--- src/rtl/crc_app_pkg.sv ---
package crc_app_pkg;
  typedef enum logic [1:0] {
    ST_DATA = 2'd0,
    ST_AUG  = 2'd1,
    ST_CSUM = 2'd2
  } crc_st_e;
endpackage

--- src/rtl/crc_step_net.sv ---
// Applies up to eight serial register updates in one cycle; bits_i[0] first.
module crc_step_net #(
  parameter int unsigned   DEG    = 8,
  parameter logic [DEG:0]  POLY   = 9'h107,
  parameter bit            DIRECT = 1'b1
) (
  input  logic [DEG-1:0] crc_i,
  input  logic [7:0]     bits_i,
  input  logic [3:0]     nbits_i,
  output logic [DEG-1:0] crc_o
);
  localparam logic [DEG-1:0] TAPS = POLY[DEG-1:0];

  generate
    if (DIRECT) begin : g_direct
      always_comb begin
        logic [DEG-1:0] c;
        c = crc_i;
        for (int i = 0; i < 8; i++) begin
          if (4'(i) < nbits_i)
            c = {c[DEG-2:0], 1'b0} ^ ((c[DEG-1] ^ bits_i[i]) ? TAPS : '0);
        end
        crc_o = c;
      end
    end else begin : g_augmented
      always_comb begin
        logic [DEG-1:0] c;
        c = crc_i;
        for (int i = 0; i < 8; i++) begin
          if (4'(i) < nbits_i)
            c = {c[DEG-2:0], bits_i[i]} ^ (c[DEG-1] ? TAPS : '0);
        end
        crc_o = c;
      end
    end
  endgenerate
endmodule

--- src/rtl/crc_out_shape.sv ---
// Optional end-to-end mirror of the remainder, then the final mask.
module crc_out_shape #(
  parameter int unsigned     DEG   = 8,
  parameter bit              REFL  = 1'b0,
  parameter logic [DEG-1:0]  XMASK = '0
) (
  input  logic [DEG-1:0] crc_i,
  output logic [DEG-1:0] csum_o
);
  logic [DEG-1:0] ordered;

  generate
    if (REFL) begin : g_mirror
      for (genvar i = 0; i < DEG; i++) begin : g_bit
        assign ordered[i] = crc_i[DEG-1-i];
      end
    end else begin : g_keep
      assign ordered = crc_i;
    end
  endgenerate

  assign csum_o = ordered ^ XMASK;
endmodule

--- src/rtl/crc_append_stream.sv ---
module crc_append_stream
  import crc_app_pkg::*;
#(
  parameter int unsigned    DEG      = 8,
  parameter logic [DEG:0]   POLY     = 9'h107,
  parameter logic [DEG-1:0] INIT_VAL = '0,
  parameter bit             DIRECT   = 1'b1,
  parameter bit             REFL_IN  = 1'b0,
  parameter bit             REFL_OUT = 1'b0,
  parameter logic [DEG-1:0] XOR_MASK = '0,
  parameter int unsigned    SEG_LEN  = 16,
  parameter int unsigned    NSEG     = 2
) (
  input  logic clk,
  input  logic rst_n,
  input  logic in_valid,
  output logic in_ready,
  input  logic in_bit,
  input  logic in_sof,
  input  logic in_eof,
  output logic out_valid,
  input  logic out_ready,
  output logic out_bit,
  output logic out_sof,
  output logic out_eof,
  output logic frame_err
);
  localparam int BW = $clog2(SEG_LEN + 1);
  localparam int SW = $clog2(NSEG + 1);
  localparam int OW = $clog2(DEG + 1);
  localparam logic [BW-1:0] BIT_LAST = BW'(SEG_LEN - 1);
  localparam logic [SW-1:0] SEG_LAST = SW'(NSEG - 1);
  localparam logic [OW-1:0] CNT_LAST = OW'(DEG - 1);

  crc_st_e        st_q, st_d;
  logic [BW-1:0]  bit_q, bit_d, bit_eff;
  logic [SW-1:0]  seg_q, seg_d, seg_eff;
  logic [OW-1:0]  cnt_q, cnt_d;
  logic [DEG-1:0] crc_q, crc_d, crc_base, core_in, core_out, csum_w;
  logic [7:0]     byte_q, byte_d, byte_base, byte_n, feed_bits, core_bits;
  logic [3:0]     bcnt_q, bcnt_d, bcnt_base, nb_w, feed_n, core_n;
  logic           last_q, last_d, err_q, err_d;
  logic           in_data, in_aug, sof_hit, acc, at_seg_last, seg_end, frame_end, flush;

  // ---- handshake and stream muxing ----
  assign in_data   = (st_q == ST_DATA);
  assign in_aug    = (st_q == ST_AUG);
  assign in_ready  = in_data & out_ready;
  assign acc       = in_valid & in_ready;
  assign sof_hit   = in_valid & in_sof;

  assign bit_eff   = sof_hit ? '0 : bit_q;
  assign seg_eff   = sof_hit ? '0 : seg_q;
  assign crc_base  = sof_hit ? INIT_VAL : crc_q;
  assign byte_base = sof_hit ? '0 : byte_q;
  assign bcnt_base = sof_hit ? '0 : bcnt_q;

  assign at_seg_last = (bit_eff == BIT_LAST);
  assign seg_end     = acc & (at_seg_last | in_eof);
  assign frame_end   = acc & (in_eof | (at_seg_last & (seg_eff == SEG_LAST)));

  assign out_valid = in_data ? in_valid : (st_q == ST_CSUM);
  assign out_bit   = in_data ? in_bit : csum_w[CNT_LAST - cnt_q];
  assign out_sof   = in_data & in_valid & (seg_eff == '0) & (bit_eff == '0);
  assign out_eof   = (st_q == ST_CSUM) & last_q & (cnt_q == CNT_LAST);
  assign frame_err = err_q;

  // ---- byte gathering for the register feed ----
  assign byte_n = {byte_base[6:0], in_bit};
  assign nb_w   = bcnt_base + 4'd1;

  generate
    if (REFL_IN) begin : g_byte_reflect
      assign flush     = (nb_w == 4'd8) | seg_end;
      assign feed_bits = byte_n;
      assign feed_n    = flush ? nb_w : 4'd0;
    end else begin : g_bit_serial
      assign flush     = 1'b1;
      assign feed_bits = {7'b0, in_bit};
      assign feed_n    = 4'd1;
    end
  endgenerate

  assign core_in   = in_aug ? crc_q : crc_base;
  assign core_bits = in_aug ? 8'h00 : feed_bits;
  assign core_n    = in_aug ? 4'd1 : (acc ? feed_n : 4'd0);

  crc_step_net #(.DEG(DEG), .POLY(POLY), .DIRECT(DIRECT)) u_step (
    .crc_i  (core_in),
    .bits_i (core_bits),
    .nbits_i(core_n),
    .crc_o  (core_out)
  );

  crc_out_shape #(.DEG(DEG), .REFL(REFL_OUT), .XMASK(XOR_MASK)) u_shape (
    .crc_i (crc_q),
    .csum_o(csum_w)
  );

  // ---- next state ----
  always_comb begin
    st_d   = st_q;
    bit_d  = bit_q;
    seg_d  = seg_q;
    cnt_d  = cnt_q;
    crc_d  = crc_q;
    byte_d = byte_q;
    bcnt_d = bcnt_q;
    last_d = last_q;
    err_d  = 1'b0;
    unique case (st_q)
      ST_DATA: begin
        if (acc) begin
          crc_d  = core_out;
          byte_d = byte_n;
          bcnt_d = flush ? 4'd0 : nb_w;
          if (seg_end) begin
            bit_d  = '0;
            cnt_d  = '0;
            last_d = frame_end;
            err_d  = in_eof & ~at_seg_last;
            seg_d  = frame_end ? '0 : SW'(seg_eff + 1'b1);
            st_d   = DIRECT ? ST_CSUM : ST_AUG;
          end else begin
            bit_d = BW'(bit_eff + 1'b1);
            seg_d = seg_eff;
          end
        end
      end
      ST_AUG: begin
        crc_d = core_out;
        if (cnt_q == CNT_LAST) begin
          cnt_d = '0;
          st_d  = ST_CSUM;
        end else begin
          cnt_d = OW'(cnt_q + 1'b1);
        end
      end
      ST_CSUM: begin
        if (out_ready) begin
          if (cnt_q == CNT_LAST) begin
            cnt_d = '0;
            crc_d = INIT_VAL;
            st_d  = ST_DATA;
          end else begin
            cnt_d = OW'(cnt_q + 1'b1);
          end
        end
      end
      default: st_d = ST_DATA;
    endcase
  end

  // ---- registers ----
  always_ff @(posedge clk or negedge rst_n) begin
    if (!rst_n) begin
      st_q   <= ST_DATA;
      bit_q  <= '0;
      seg_q  <= '0;
      cnt_q  <= '0;
      crc_q  <= INIT_VAL;
      byte_q <= '0;
      bcnt_q <= '0;
      last_q <= 1'b0;
      err_q  <= 1'b0;
    end else begin
      st_q   <= st_d;
      bit_q  <= bit_d;
      seg_q  <= seg_d;
      cnt_q  <= cnt_d;
      crc_q  <= crc_d;
      byte_q <= byte_d;
      bcnt_q <= bcnt_d;
      last_q <= last_d;
      err_q  <= err_d;
    end
  end
endmodule

--- config.mk ---
export PLATFORM = sky130hd
export DESIGN_NAME = crc_append_stream
export DESIGN_NICKNAME = d
export VERILOG_FILES = /design/src/rtl/crc_app_pkg.sv /design/src/rtl/crc_step_net.sv /design/src/rtl/crc_out_shape.sv /design/src/rtl/crc_append_stream.sv
export SDC_FILE = /design/constraint.sdc
export NUM_CORES = 1
export LEC_CHECK = 0
export CAP_MARGIN = 20
export CELL_PAD_IN_SITES_DETAIL_PLACEMENT = 1
export CELL_PAD_IN_SITES_GLOBAL_PLACEMENT = 2
export CORE_MARGIN = 2
export CORE_UTILIZATION = 35
export DETAILED_ROUTE_END_ITERATION = 7
export GPL_ROUTABILITY_DRIVEN = 0
export PLACE_DENSITY = 0.74
export SETUP_SLACK_MARGIN = 0.3
export SLEW_MARGIN = 0
export SYNTH_ARGS = -nofsm -noshare
export SYNTH_HDL_FRONTEND = slang
export SYNTH_HIERARCHICAL = 1
export SYNTH_SLANG_ARGS = --single-unit
export TNS_END_PERCENT = 100
--- constraint.sdc ---
create_clock -name clk -period 3.2 [get_ports clk]
set_input_delay 0.96 -clock clk [delete_from_list [all_inputs] [get_ports clk]]
set_output_delay 0.96 -clock clk [all_outputs]
set_load 0.005 [all_outputs]
[Yosys cells after proc, flatten, opt, wreduce, memory -nomap -nowiden]
Index checks and enable logic that the tools add are counted.
Word-level totals
  bits in registers: 23
  bits of input ports: 7
  output and inout bits: 6
  word-level logic and storage cells: 118
Cells by class
  add/sub/neg operators: 4
  order comparisons: 9
  eq/ne operators: 10
  muxes and demuxes: 48
  bitwise logic cells: 31
  reductions and logical operators: 9
Operator list (count)
  two-way mux 8 bit: 13
  XOR 8 bit: 8
  two-way mux 3 bit: 8
  one-hot mux 8 bit (3 select lines): 1
  two-way mux 2 bit: 8
  two-way mux 4 bit: 4
  AND 1 bit: 12
  less-than comparator 3 x 1 -> 1 bit, first input constant: 4
  one-hot mux 4 bit (3 select lines): 1
  two-way mux 5 bit: 2
  two-way mux 1 bit: 9
  != test 2 x 1 -> 1 bit, second input constant: 4
  AND reduction 4 bit: 2
  XOR 1 bit, second input constant: 7
  one-hot mux 2 bit (3 select lines): 1
  adder 5 x 1 -> 5 bit, second input constant: 1
  equality test 5 x 4 -> 1 bit, second input constant: 1
  logical NOT 5 bit: 1
  AND reduction 5 bit: 1
  adder 4 x 1 -> 4 bit, second input constant: 1
  equality test 2 x 1 -> 1 bit, second input constant: 2
  equality test 4 x 3 -> 1 bit, second input constant: 1
  logical NOT 2 bit: 2
  less-than comparator 2 x 1 -> 1 bit, first input constant: 2
  other kinds (13): 15

[Logic depth before layout (Yosys ltp)]
Gate-level depths: netlist (run 1).
  depth after elaboration: 37
  gate-level depth with buffers: 14
  depth with buffers taken out: 12

[Cells and area by module]
The synthesis (run 1) kept the hierarchy.
Modules (own cells, without submodules)
  crc_append_stream: instances 1, cells an instance 147, area an instance 1287.5 um^2, seq. area each 550.5 um^2
  crc_step_net: instances 1, cells an instance 167, area an instance 1239.9 um^2, seq. area each 0.0 um^2
  crc_out_shape: instances 1, cells an instance 8, area an instance 60.1 um^2, seq. area each 0.0 um^2

[Worst setup path after synthesis (run 1)]
Ideal clock, no wire load.
  path kind: in2reg
  start point: input in_sof
  end point: register crc_q[1]
  library setup time: 0.128 ns
  arrival time: 3.340 ns
  data required time: 3.072 ns
  setup slack: -0.268 ns
  stages on the path: 14
  buffers on the path: 2
  cells stage by stage: nand2_1 -> clkbuf_1 -> and2_1 -> clkbuf_1 -> xor3_1 -> mux2i_1 -> nor3_1 -> a211oi_1 -> a311oi_1 -> a211oi_1 -> a21oi_1 -> a221o_1 -> nand2_1 -> o21ai_0
On the way
  cells in the longest elaborated chain, start to end: 25
  elaborated cells between the ends (all ways): 37
  classes of those cells: mux: 20; bitwise: 17
RTL lines
  start: declaration: RTL line crc_append_stream.sv:19  | input logic in_sof,
  AND 1 bit (*): RTL line crc_append_stream.sv:50  | assign sof_hit = in_valid & in_sof;
  two-way mux 8 bit (*): RTL line crc_append_stream.sv:54  | assign crc_base = sof_hit ? INIT_VAL : crc_q;
  two-way mux 8 bit (*): RTL line crc_append_stream.sv:84  | assign core_in = in_aug ? crc_q : crc_base;
  named net core_in[7]: RTL line crc_append_stream.sv:39  | logic [DEG-1:0] crc_q, crc_d, crc_base, core_in, core_out, csum_w;
  XOR 1 bit: RTL line crc_step_net.sv:21  | c = {c[DEG-2:0], 1'b0} ^ ((c[DEG-1] ^ bits_i[i]) ? TAPS : '0);
  two-way mux 3 bit: RTL line crc_step_net.sv:21
  XOR 8 bit: RTL line crc_step_net.sv:21
  two-way mux 8 bit (*): RTL line crc_step_net.sv:20  | if (4'(i) < nbits_i)
  (+11 left out)
  two-way mux 3 bit / two-way mux 8 bit (equally long branches): RTL line crc_step_net.sv:21, crc_step_net.sv:20
  XOR 8 bit / XOR 1 bit (equally long branches): RTL line crc_step_net.sv:21
  two-way mux 8 bit (*): RTL line crc_step_net.sv:20
  XOR 8 bit: RTL line crc_step_net.sv:21
  two-way mux 8 bit (*): RTL line crc_step_net.sv:20
  named net core_out[1]: RTL line crc_append_stream.sv:39
  two-way mux 8 bit: RTL line crc_append_stream.sv:113  | if (acc) begin
  one-hot mux 8 bit (3 select lines) (*): RTL line crc_append_stream.sv:111  | unique case (st_q)
  end signal: assignment: RTL line crc_append_stream.sv:171  | crc_q <= crc_d;
  end: declaration: RTL line crc_append_stream.sv:39
Mark *: on every way through the listed nets, which the timed path passes. The rest lies on a longest branch. The select of a mux whose other input is x is not followed.
A chain may end at the register's enable or synchronous reset.

[Final worst setup path (run 1)]
  start point: input in_valid
  end point: register crc_q[1]
On the way
  cells in the longest elaborated chain, start to end: 25
  elaborated cells between the ends (all ways): 50
  classes of those cells: order compare: 8; eq/ne: 1; mux: 22; bitwise: 18; reduce/logical: 1
RTL lines
  start: declaration: RTL line crc_append_stream.sv:16  | input logic in_valid,
  AND 1 bit (*): RTL line crc_append_stream.sv:50
  two-way mux 8 bit (*): RTL line crc_append_stream.sv:54
  two-way mux 8 bit (*): RTL line crc_append_stream.sv:84
  named net core_in[7]: RTL line crc_append_stream.sv:39
  XOR 1 bit: RTL line crc_step_net.sv:21
  two-way mux 3 bit: RTL line crc_step_net.sv:21
  XOR 8 bit: RTL line crc_step_net.sv:21
  two-way mux 8 bit (*): RTL line crc_step_net.sv:20
  (+11 left out)
  two-way mux 3 bit / two-way mux 8 bit (equally long branches): RTL line crc_step_net.sv:21, crc_step_net.sv:20
  XOR 8 bit / XOR 1 bit (equally long branches): RTL line crc_step_net.sv:21
  two-way mux 8 bit (*): RTL line crc_step_net.sv:20
  XOR 8 bit: RTL line crc_step_net.sv:21
  two-way mux 8 bit (*): RTL line crc_step_net.sv:20
  named net core_out[1]: RTL line crc_append_stream.sv:39
  two-way mux 8 bit: RTL line crc_append_stream.sv:113
  one-hot mux 8 bit (3 select lines) (*): RTL line crc_append_stream.sv:111
Marks and branches as above.

==> flow_summary.html, run 1 <==
<table>
<tr><th>Metric</th><th>Value</th></tr>
<tr><th colspan="2">STA</th></tr>
<tr><td>Transition time of the tightest slew-check pin</td><td>slightly above 0.9 ns</td></tr>
<tr><td>Number of hold violations in the final report</td><td>0</td></tr>
<tr><td>Unrepaired setup endpoints after global routing</td><td>yes</td></tr>
<tr><td>F_max</td><td>345 MHz</td></tr>
<tr><td>Minimum clock period</td><td>between 2 and 3 ns</td></tr>
<tr><td>Total count of max-transition violations in the final report</td><td>0</td></tr>
<tr><td>Final setup vio count</td><td>0</td></tr>
<tr><td>Tcrit/Tclk final</td><td>90.6%</td></tr>
<tr><td>Max_slew headroom</td><td>between 30% and 40%</td></tr>
<tr><td>Fin Setup TNS</td><td>0 ns</td></tr>
<tr><td>Clock Skews</td><td>between 0.007 and 0.008 ns</td></tr>
<tr><td>Smallest setup slack after layout</td><td>~0.3 ns</td></tr>
<tr><th colspan="2">Synth</th></tr>
<tr><td>Total of flip-flops plus latches after synthesis</td><td>22</td></tr>
<tr><td>Cell variety after synth</td><td>69</td></tr>
<tr><td>Main flop type after synthesis</td><td>dfrtp_1</td></tr>
<tr><td>Share of the synthesized area in the top cell type</td><td>21.3%</td></tr>
<tr><td>Mapped Cells</td><td>roughly 320</td></tr>
<tr><td>Post-synth EDFFs</td><td>0</td></tr>
<tr><td>Area of the mapped netlist</td><td>0.00259 mm2</td></tr>
<tr><td>Cell types occupying the most area after synthesis</td><td>dfrtp_1 21%, nand2_1 6.2%, mux2i_1 4.6%, o21ai_0 4.6%, xor2_1 4.4%</td></tr>
<tr><td>Biggest area consumer among synthesized cells</td><td>dfrtp_1</td></tr>
<tr><td>Sequential-to-total area share from yosys stat</td><td>about a fifth</td></tr>
<tr><td>Post-synth top cells</td><td>43 x nand2_1, 24 x o21ai_0, 22 x dfrtp_1, 17 x nor2_1</td></tr>
<tr><td>Post-synthesis async set-or-reset flop share</td><td>100%</td></tr>
<tr><td>Syn. warnings</td><td>6</td></tr>
<tr><td>Mapped Avg Cell Area</td><td>between 8 and 9 um2</td></tr>
<tr><td>Most used standard cell by instance count after synthesis</td><td>nand2_1</td></tr>
<tr><th colspan="2">Worst setup path</th></tr>
<tr><td>Data arrival time of the critical path</td><td>approximately 3.1 ns</td></tr>
<tr><td>Classification of the worst setup path</td><td>in -&gt; reg</td></tr>
<tr><td>Slowest cell delay on critical path</td><td>0.38 ns</td></tr>
<tr><td>CP Data Required Time</td><td>~3.4 ns</td></tr>
<tr><td>Family with the most delay on the worst path</td><td>compound AO/OA/AOI/OAI gates</td></tr>
<tr><td>Buffers plus inverters on the worst setup path</td><td>3</td></tr>
<tr><td>Register-to-register path setup slack</td><td>about 0.73 ns</td></tr>
<tr><td>Most repeated library cell on the critical path</td><td>buf_6</td></tr>
<tr><td>Path depth of the worst reg2reg path</td><td>12</td></tr>
<tr><td>Critical path startpoint category</td><td>primary input</td></tr>
<tr><td>Worst Setup End Kind</td><td>flip-flop</td></tr>
<tr><td>Slowest stage cell, crit path</td><td>xor3_1</td></tr>
<tr><td>Worst flop-to-flop path startpoint</td><td>st_q[1]</td></tr>
<tr><td>Worst reg2reg path endpoint</td><td>crc_q[7]</td></tr>
<tr><td>Cell chain of the critical path</td><td>buf_12, nand2_8, buf_6, buf_6, and2_4, xor3_1, mux2i_4, nor3_4, a211oi_2, a311oi_1, a211oi_1, a21oi_1, a221o_1, nand2_1, o21ai_1</td></tr>
<tr><td>Largest fanout on the critical path</td><td>5</td></tr>
<tr><th colspan="2">Drt</th></tr>
<tr><td>Detailed Route WL</td><td>8100 um</td></tr>
<tr><td>Remaining routing DRC violations</td><td>0</td></tr>
<tr><td>Vias after detailed routing</td><td>approximately 2600</td></tr>
<tr><td>Wirelength per Cell</td><td>between 15 and 20 um</td></tr>
<tr><td>First DRT Iteration DRCs</td><td>around 110</td></tr>
<tr><td>Average via count per standard cell</td><td>5.13</td></tr>
<tr><td>Post-route antenna net violation count</td><td>0</td></tr>
<tr><td>DRT Pass-1 Iters</td><td>4</td></tr>
<tr><th colspan="2">Place</th></tr>
<tr><td>Post-DP HPWL</td><td>just over 6000 um</td></tr>
<tr><td>Count of input and output buffers</td><td>12</td></tr>
<tr><td>Worst setup slack after placement</td><td>-0.600 ns</td></tr>
<tr><td>Cell count after placement</td><td>486</td></tr>
<tr><th colspan="2">Power</th></tr>
<tr><td>PwrDens</td><td>around 750 mW/mm2</td></tr>
<tr><td>Combinational fraction of design power</td><td>between 70% and 80%</td></tr>
<tr><td>Maximum VDD drop</td><td>about 0.32 mV</td></tr>
<tr><td>Switching power summed over all nets</td><td>1.13 mW</td></tr>
<tr><td>Sequential share of power</td><td>a little under a fifth</td></tr>
<tr><td>Internal portion of total power</td><td>1.43 mW</td></tr>
<tr><td>Total power</td><td>2.56 mW</td></tr>
<tr><td>Switching fraction of total power</td><td>roughly 44%</td></tr>
<tr><td>Share of power burned in the clock network</td><td>roughly 8%</td></tr>
<tr><td>Leakage</td><td>around 1.5 nW</td></tr>
<tr><th colspan="2">Floorplanning</th></tr>
<tr><td>Area inside the core boundary</td><td>roughly 0.0072 mm2</td></tr>
<tr><td>Number of standard-cell rows in the floorplan</td><td>31</td></tr>
<tr><td>Total Die Area</td><td>about 0.0081 mm2</td></tr>
<tr><td>Count of boundary I/O pins</td><td>13</td></tr>
<tr><td>Starting density of the core</td><td>a little over a third</td></tr>
<tr><td>Die span in x</td><td>around 90 um</td></tr>
<tr><td>Die span in y</td><td>~90 um</td></tr>
<tr><th colspan="2">Worst hold path</th></tr>
<tr><td>Hold/Removal Path Class</td><td>reg -&gt; reg</td></tr>
<tr><td>Hold Crit Endpoint</td><td>cnt_q[3]</td></tr>
<tr><td>Start point of the worst min-delay path</td><td>cnt_q[3]</td></tr>
<tr><td>Number of cells on the worst hold path</td><td>1</td></tr>
<tr><th colspan="2">Finish</th></tr>
<tr><td>Layout cells sized above 1</td><td>roughly a quarter</td></tr>
<tr><td>Synthesis-to-finish area growth</td><td>32.4%</td></tr>
<tr><td>Number of antenna diodes</td><td>0</td></tr>
<tr><td>Final-stage net count</td><td>slightly above 400</td></tr>
<tr><td>Number of standard cells in the layout, taps in and fillers out</td><td>500</td></tr>
<tr><th colspan="2">Clock network</th></tr>
<tr><td>TritonCTS clock tree</td><td>done</td></tr>
<tr><td>Clock transition at path regs</td><td>roughly 0.090 ns</td></tr>
<tr><td>CTS Hold Bufs</td><td>0</td></tr>
<tr><td>Depth of the CTS H-tree</td><td>1</td></tr>
<tr><td>Buffer levels on the longest clock path</td><td>2</td></tr>
<tr><td>Buffer type at the clock tree root</td><td>clkbuf_8</td></tr>
<tr><td>TritonCTS Sinks</td><td>22</td></tr>
<tr><td>CTS buffer count</td><td>3</td></tr>
<tr><td>Worst-Skew Late Latency</td><td>roughly 0.27 ns</td></tr>
<tr><th colspan="2">Global route</th></tr>
<tr><td>Total routing resource utilization after global routing</td><td>20.4%</td></tr>
<tr><td>Largest net degree at the start of global routing</td><td>32</td></tr>
<tr><td>Number of antenna violations at the first check in global routing</td><td>0</td></tr>
<tr><td>First-pass GRT wire length</td><td>between 10000 and 15000 um</td></tr>
<tr><td>Total grt overflow</td><td>0</td></tr>
<tr><td>Vias in the first global route</td><td>between 2000 and 3000</td></tr>
<tr><th colspan="2">Outcome</th></tr>
<tr><td>Outcome</td><td>finished, final reports clean</td></tr>
<tr><th colspan="2">Flow run</th></tr>
<tr><td>Total of max-cap violations</td><td>0</td></tr>
</table>
[kinds of logic (layout without fill, tap and decap cells)]
group | count (synthesis) | count (layout) | share of synthesized area (%)
compound gates | 86 | 86 | 23.2
xor+xnor | 29 | 29 | 12.4
fa+ha+maj | 6 | 6 | 2.90
buf+inv | 39 | 86 | 7.83
flops | 22 | 22 | 21.3
mux | 18 | 18 | 8.27
other cells | 1 | 33 | 0.145
simple gates | 121 | 121 | 24.0
[how the worst max path moves through the flow]
stage             start  endpoint  cells after the start
2_1_floorplan    in_sof  crc_q[1]                     13
3_3_place_gp   in_valid   out_sof                      8
3_5_place_dp   in_valid   out_sof                      8
4_1_cts          in_sof  crc_q[1]                     14
5_1_grt        in_valid  crc_q[1]                     15
6_report       in_valid  crc_q[1]                     15
[layer usage]
| layer | GRT usage (%) | vias to the layer above | part of all wire [%] |
|---|---|---|---|
| met1 | 30.0 | 1255 | 51 |
| met2 | 33.0 | 36 | 46 |
| met5 | 0 | - | 0 |
| met4 | 3.21 | 0 | 0.54 |
| li1 | - | 1270 | - |
| met3 | 2.51 | 4 | 2.6 |
[final cells by class]
| class | count | area (um2) |
|---|---|---|
| Timing Repair Buffer | 70 | 578 |
| Sequential cell | 22 | 552 |
| Inverter | 12 | 47.5 |
| Multi-Input combinational cell | 293 | 2070 |
| Clock buffer | 4 | 55.1 |
| Fill cell | 916 | 3790 |
| Tap cell | 99 | 124 |
[power by group through the flow]
stage | Clock [mW] | Combinational [mW] | Sequential (mW)
6_report | 0.208 | 1.86 | 0.492
5_1_grt | 0.223 | 2.03 | 0.509
4_1_cts | 0.214 | 1.77 | 0.493
3_5_place_dp | 0 | 1.70 | 0.504
3_3_place_gp | 0 | 1.68 | 0.495
2_1_floorplan | 0 | 1.26 | 0.448
[cell usage in the layout (no fill, tap or decap), drive strengths merged, types with 3 or more instances in the layout]
master	n
a22oi	4
or2	7
ha	6
xnor2	12
nand3	9
a32o	3
xor2	14
inv	12
a21oi	13
and2	12
or3	3
o31ai	5
nor3b	4
nand2	43
clkdlybuf4s50	6
nand2b	3
a211oi	4
nor2	18
clkbuf	4
mux2	4
dfrtp	22
nor3	8
o21a	5
nor2b	4
o21ai	26
buf	62
a22o	4
mux2i	13
conb	33
[sequential cells by signal, summed over array words and instances, names as in the netlist]
name,cells
seg_q,2
st_q,1
last_q,1
frame_err,1
cnt_q,4
bit_q,5
crc_q,8
[per-stage QoR]
stage                     hold WS, ns  area [um2]  util, %
after floorplan                 0.447        2780        -
after CTS                       0.504        3320     46.0
after global placement          0.472        3210     44.5
after global routing            0.540        3430     47.5
after detailed placement        0.478        3210     44.5
final                           0.501        3430     47.5
[repair_timing]
item / CTS / global route
gates resized for setup: 27 / 19
pin swaps: 10 / 10
buffers inserted: 5 / 5
endpoints found under the setup margin: 27 / 7
Power figures use the tool's default switching activity.
==> run 2, diff against run 1 <==
==> constraint.sdc (replaced) <==
create_clock -name clk -period 3.2 [get_ports clk]
set_input_delay 0.96 -clock clk [delete_from_list [all_inputs] [get_ports clk]]
set_output_delay 0.96 -clock clk [all_outputs]
set_load 0.02 [all_outputs]
==> run 2 against run 1 <==
First-iteration DRC count is 22% higher; via count grew 1.1%; sequential cell count did not move; clock power is 2% lower; clock skew shrank 0.0052 ns; sequential power rose by 1%; largest cell class unchanged; highest routed layer unchanged.
==> flow_summary.html, run 2 (synthesized netlist as in run 1, its figures left out) <==
<table>
<tr><th>Metric</th><th>Value</th></tr>
<tr><th colspan="2">Finish</th></tr>
<tr><td>Layout cells sized above 1</td><td>27.8% (+1.1 points)</td></tr>
<tr><td>Number of flip-flops under the largest register name</td><td>8 (unchanged)</td></tr>
<tr><td>Final-stage net count</td><td>414 (-0.24%)</td></tr>
<tr><td>Final non-filler cell area</td><td>0.00344 mm2 (+0.47%)</td></tr>
<tr><td>Synthesis-to-finish area growth</td><td>33.1%</td></tr>
<tr><td>Most frequent standard cell in the layout excluding fill and tap cells</td><td>buf_4</td></tr>
<tr><td>Register ranked first by flip-flop count</td><td>crc_q</td></tr>
<tr><td>Leading registers by flop count</td><td>crc_q (8), bit_q (5), cnt_q (4)</td></tr>
<tr><td>Number of antenna diodes</td><td>0 (unchanged)</td></tr>
<tr><td>Most frequent cells in the layout</td><td>54 x buf_4, 42 x nand2_1, 33 x conb_1</td></tr>
<tr><th colspan="2">Global route</th></tr>
<tr><td>Total grt overflow</td><td>0 (unchanged)</td></tr>
<tr><td>Vias in the first global route</td><td>2556 (-2.1%)</td></tr>
<tr><td>Largest net degree at the start of global routing</td><td>29 (-9.4%)</td></tr>
<tr><td>Total routing resource utilization after global routing</td><td>19.6% (-0.87 points)</td></tr>
<tr><td>First-pass GRT wire length</td><td>13100 um (-3.3%)</td></tr>
<tr><td>Number of antenna violations at the first check in global routing</td><td>0 (unchanged)</td></tr>
<tr><th colspan="2">Drt</th></tr>
<tr><td>Wirelength per Cell</td><td>15.8 um (-2.7%)</td></tr>
<tr><td>Post-route antenna net violation count</td><td>0 (unchanged)</td></tr>
<tr><td>DRT Pass-1 Iters</td><td>4 (unchanged)</td></tr>
<tr><td>Average via count per standard cell</td><td>5.19 (+1.3%)</td></tr>
<tr><td>Remaining routing DRC violations</td><td>0 (unchanged)</td></tr>
<tr><td>Vias after detailed routing</td><td>2592 (+1.1%)</td></tr>
<tr><td>Detailed Route WL</td><td>7870 um (-2.9%)</td></tr>
<tr><td>First DRT Iteration DRCs</td><td>132 (+22%)</td></tr>
<tr><th colspan="2">Worst setup path</th></tr>
<tr><td>Worst reg2reg path endpoint</td><td>crc_q[1]</td></tr>
<tr><td>Worst flop-to-flop path startpoint</td><td>st_q[1]</td></tr>
<tr><td>Path depth of the worst reg2reg path</td><td>12 (unchanged)</td></tr>
<tr><td>Data arrival time of the critical path</td><td>3.09 ns (+0.03 ns)</td></tr>
<tr><td>Worst Setup End Kind</td><td>flip-flop</td></tr>
<tr><td>CP Data Required Time</td><td>3.35 ns (about the same)</td></tr>
<tr><td>Classification of the worst setup path</td><td>in -&gt; reg</td></tr>
<tr><td>Worst Setup EP</td><td>crc_q[4]</td></tr>
<tr><td>Register-to-register path setup slack</td><td>0.74 ns (about the same)</td></tr>
<tr><td>Largest fanout on the critical path</td><td>6 (+1)</td></tr>
<tr><td>Source of the critical timing path</td><td>in_valid</td></tr>
<tr><td>Critical path startpoint category</td><td>primary input</td></tr>
<tr><th colspan="2">Clock network</th></tr>
<tr><td>Worst-Skew Late Latency</td><td>0.27 ns (about the same)</td></tr>
<tr><td>Clock transition at path regs</td><td>0.08 ns (about the same)</td></tr>
<tr><td>Buffer levels on the longest clock path</td><td>2 (unchanged)</td></tr>
<tr><td>CTS buffer count</td><td>3 (unchanged)</td></tr>
<tr><td>CTS Hold Bufs</td><td>0 (unchanged)</td></tr>
<tr><td>Buffer type at the clock tree root</td><td>clkbuf_8</td></tr>
<tr><td>TritonCTS clock tree</td><td>done</td></tr>
<tr><td>TritonCTS Sinks</td><td>22 (unchanged)</td></tr>
<tr><td>Depth of the CTS H-tree</td><td>1 (unchanged)</td></tr>
<tr><th colspan="2">Floorplanning</th></tr>
<tr><td>Count of boundary I/O pins</td><td>13 (unchanged)</td></tr>
<tr><td>Total Die Area</td><td>0.00810 mm2 (unchanged)</td></tr>
<tr><td>Number of standard-cell rows in the floorplan</td><td>31 (unchanged)</td></tr>
<tr><td>Die span in y</td><td>90.0 um (unchanged)</td></tr>
<tr><td>Starting density of the core</td><td>35.9% (unchanged)</td></tr>
<tr><td>Die span in x</td><td>90.0 um (unchanged)</td></tr>
<tr><td>Area inside the core boundary</td><td>0.00721 mm2 (unchanged)</td></tr>
<tr><th colspan="2">STA</th></tr>
<tr><td>Total count of max-transition violations in the final report</td><td>0 (unchanged)</td></tr>
<tr><td>Fin Setup TNS</td><td>0 ns (unchanged)</td></tr>
<tr><td>Minimum clock period</td><td>2.93 ns (+0.0345 ns)</td></tr>
<tr><td>Clock Skews</td><td>0.00237 ns (-0.00518 ns)</td></tr>
<tr><td>Tcrit/Tclk final</td><td>91.7% (+1.1 points)</td></tr>
<tr><td>Number of hold violations in the final report</td><td>0 (unchanged)</td></tr>
<tr><td>Worst Hold Margin</td><td>0.501 ns (+0.000823 ns)</td></tr>
<tr><td>F_max</td><td>341 MHz (-1.2%)</td></tr>
<tr><td>Transition time of the tightest slew-check pin</td><td>0.795 ns (-0.111 ns)</td></tr>
<tr><td>Unrepaired setup endpoints after global routing</td><td>yes</td></tr>
<tr><td>Final setup vio count</td><td>0 (unchanged)</td></tr>
<tr><td>Max_slew headroom</td><td>46.7% (+7.5 points)</td></tr>
<tr><th colspan="2">Worst hold path</th></tr>
<tr><td>Number of cells on the worst hold path</td><td>1 (unchanged)</td></tr>
<tr><td>Hold/Removal Path Class</td><td>reg -&gt; reg</td></tr>
<tr><th colspan="2">Power</th></tr>
<tr><td>Total power</td><td>2.59 mW (+1.1%)</td></tr>
<tr><td>PwrDens</td><td>752 mW/mm2 (+0.67%)</td></tr>
<tr><td>Maximum VDD drop</td><td>0.356 mV (+11%)</td></tr>
<tr><td>Leakage</td><td>1.54 nW (+0.76%)</td></tr>
<tr><th colspan="2">Outcome</th></tr>
<tr><td>Outcome</td><td>finished, final reports clean</td></tr>
<tr><th colspan="2">Place</th></tr>
<tr><td>Post-DP HPWL</td><td>5890 um (-5.4%)</td></tr>
<tr><td>Count of input and output buffers</td><td>12 (unchanged)</td></tr>
<tr><td>Total placed instance area</td><td>0.00319 mm2 (-0.47%)</td></tr>
<tr><th colspan="2">Flow run</th></tr>
<tr><td>Total of max-cap violations</td><td>0 (unchanged)</td></tr>
</table>
## run 2: area by class of cell
class	instances	area, um2
tap	99	124
clock buffer	4	55.1
fill	910	3770
timing repair buffer	69	574
multi-input combinational	293	2090
inverter	12	45.0
sequential	22	553
## run 2: worst min-delay path by stage
stage	from	end	slack, ns
2_1_floorplan	seg_q[1]	seg_q[1]	0.45
3_3_place_gp	seg_q[1]	seg_q[1]	0.47
3_5_place_dp	cnt_q[3]	cnt_q[3]	0.48
4_1_cts	cnt_q[3]	cnt_q[3]	0.51
5_1_grt	bit_q[4]	bit_q[4]	0.57
6_report	cnt_q[3]	cnt_q[3]	0.50
## run 2: layer usage
metal  part of all wire (%)  vias to the layer above  track usage (%)  wire, um
met5                      0                        -                0         0
met4                   0.45                        0             1.54        35
met3                    2.3                        8             2.10       184
met2                     46                       37             32.0      3640
met1                     51                     1281             29.1      4000
li1                       -                     1266                -         -
## run 2: stage by stage
stage                     utilization (%)  instances  worst slack, ns
after floorplan                         -        354            0.285
after global placement               44.3        484           -0.629
after detailed placement             44.3        484           -0.706
after CTS                            46.0        496            0.140
after global routing                 47.7        499            0.149
final                                47.7        499            0.267
## run 2: repair_timing
action / CTS / global route
gates cloned: 0 / 0
pin swaps: 9 / 9
endpoints found under the setup margin: 27 / 8
buffers inserted: 8 / 3
gates resized for setup: 29 / 26
endpoints found under the hold margin: 0 / 0
## run 2: critical path, stage by stage
cell,delay (ns)
buf_12,0.09
nand2_8,0.06
buf_6,0.12
buf_6,0.10
buf_4,0.13
and2_4,0.15
mux2_2,0.27
o21ai_1,0.13
a21o_1,0.12
o21a_1,0.14
o21ba_1,0.15
a311o_1,0.32
a32o_1,0.21
nand2_1,0.06
o21ai_0,0.07
## run 2: power breakdown
group          switching (mW)  total, mW  internal (mW)
sequential              0.118      0.499          0.381
clock                  0.0944      0.204          0.110
combinational           0.933       1.88          0.952
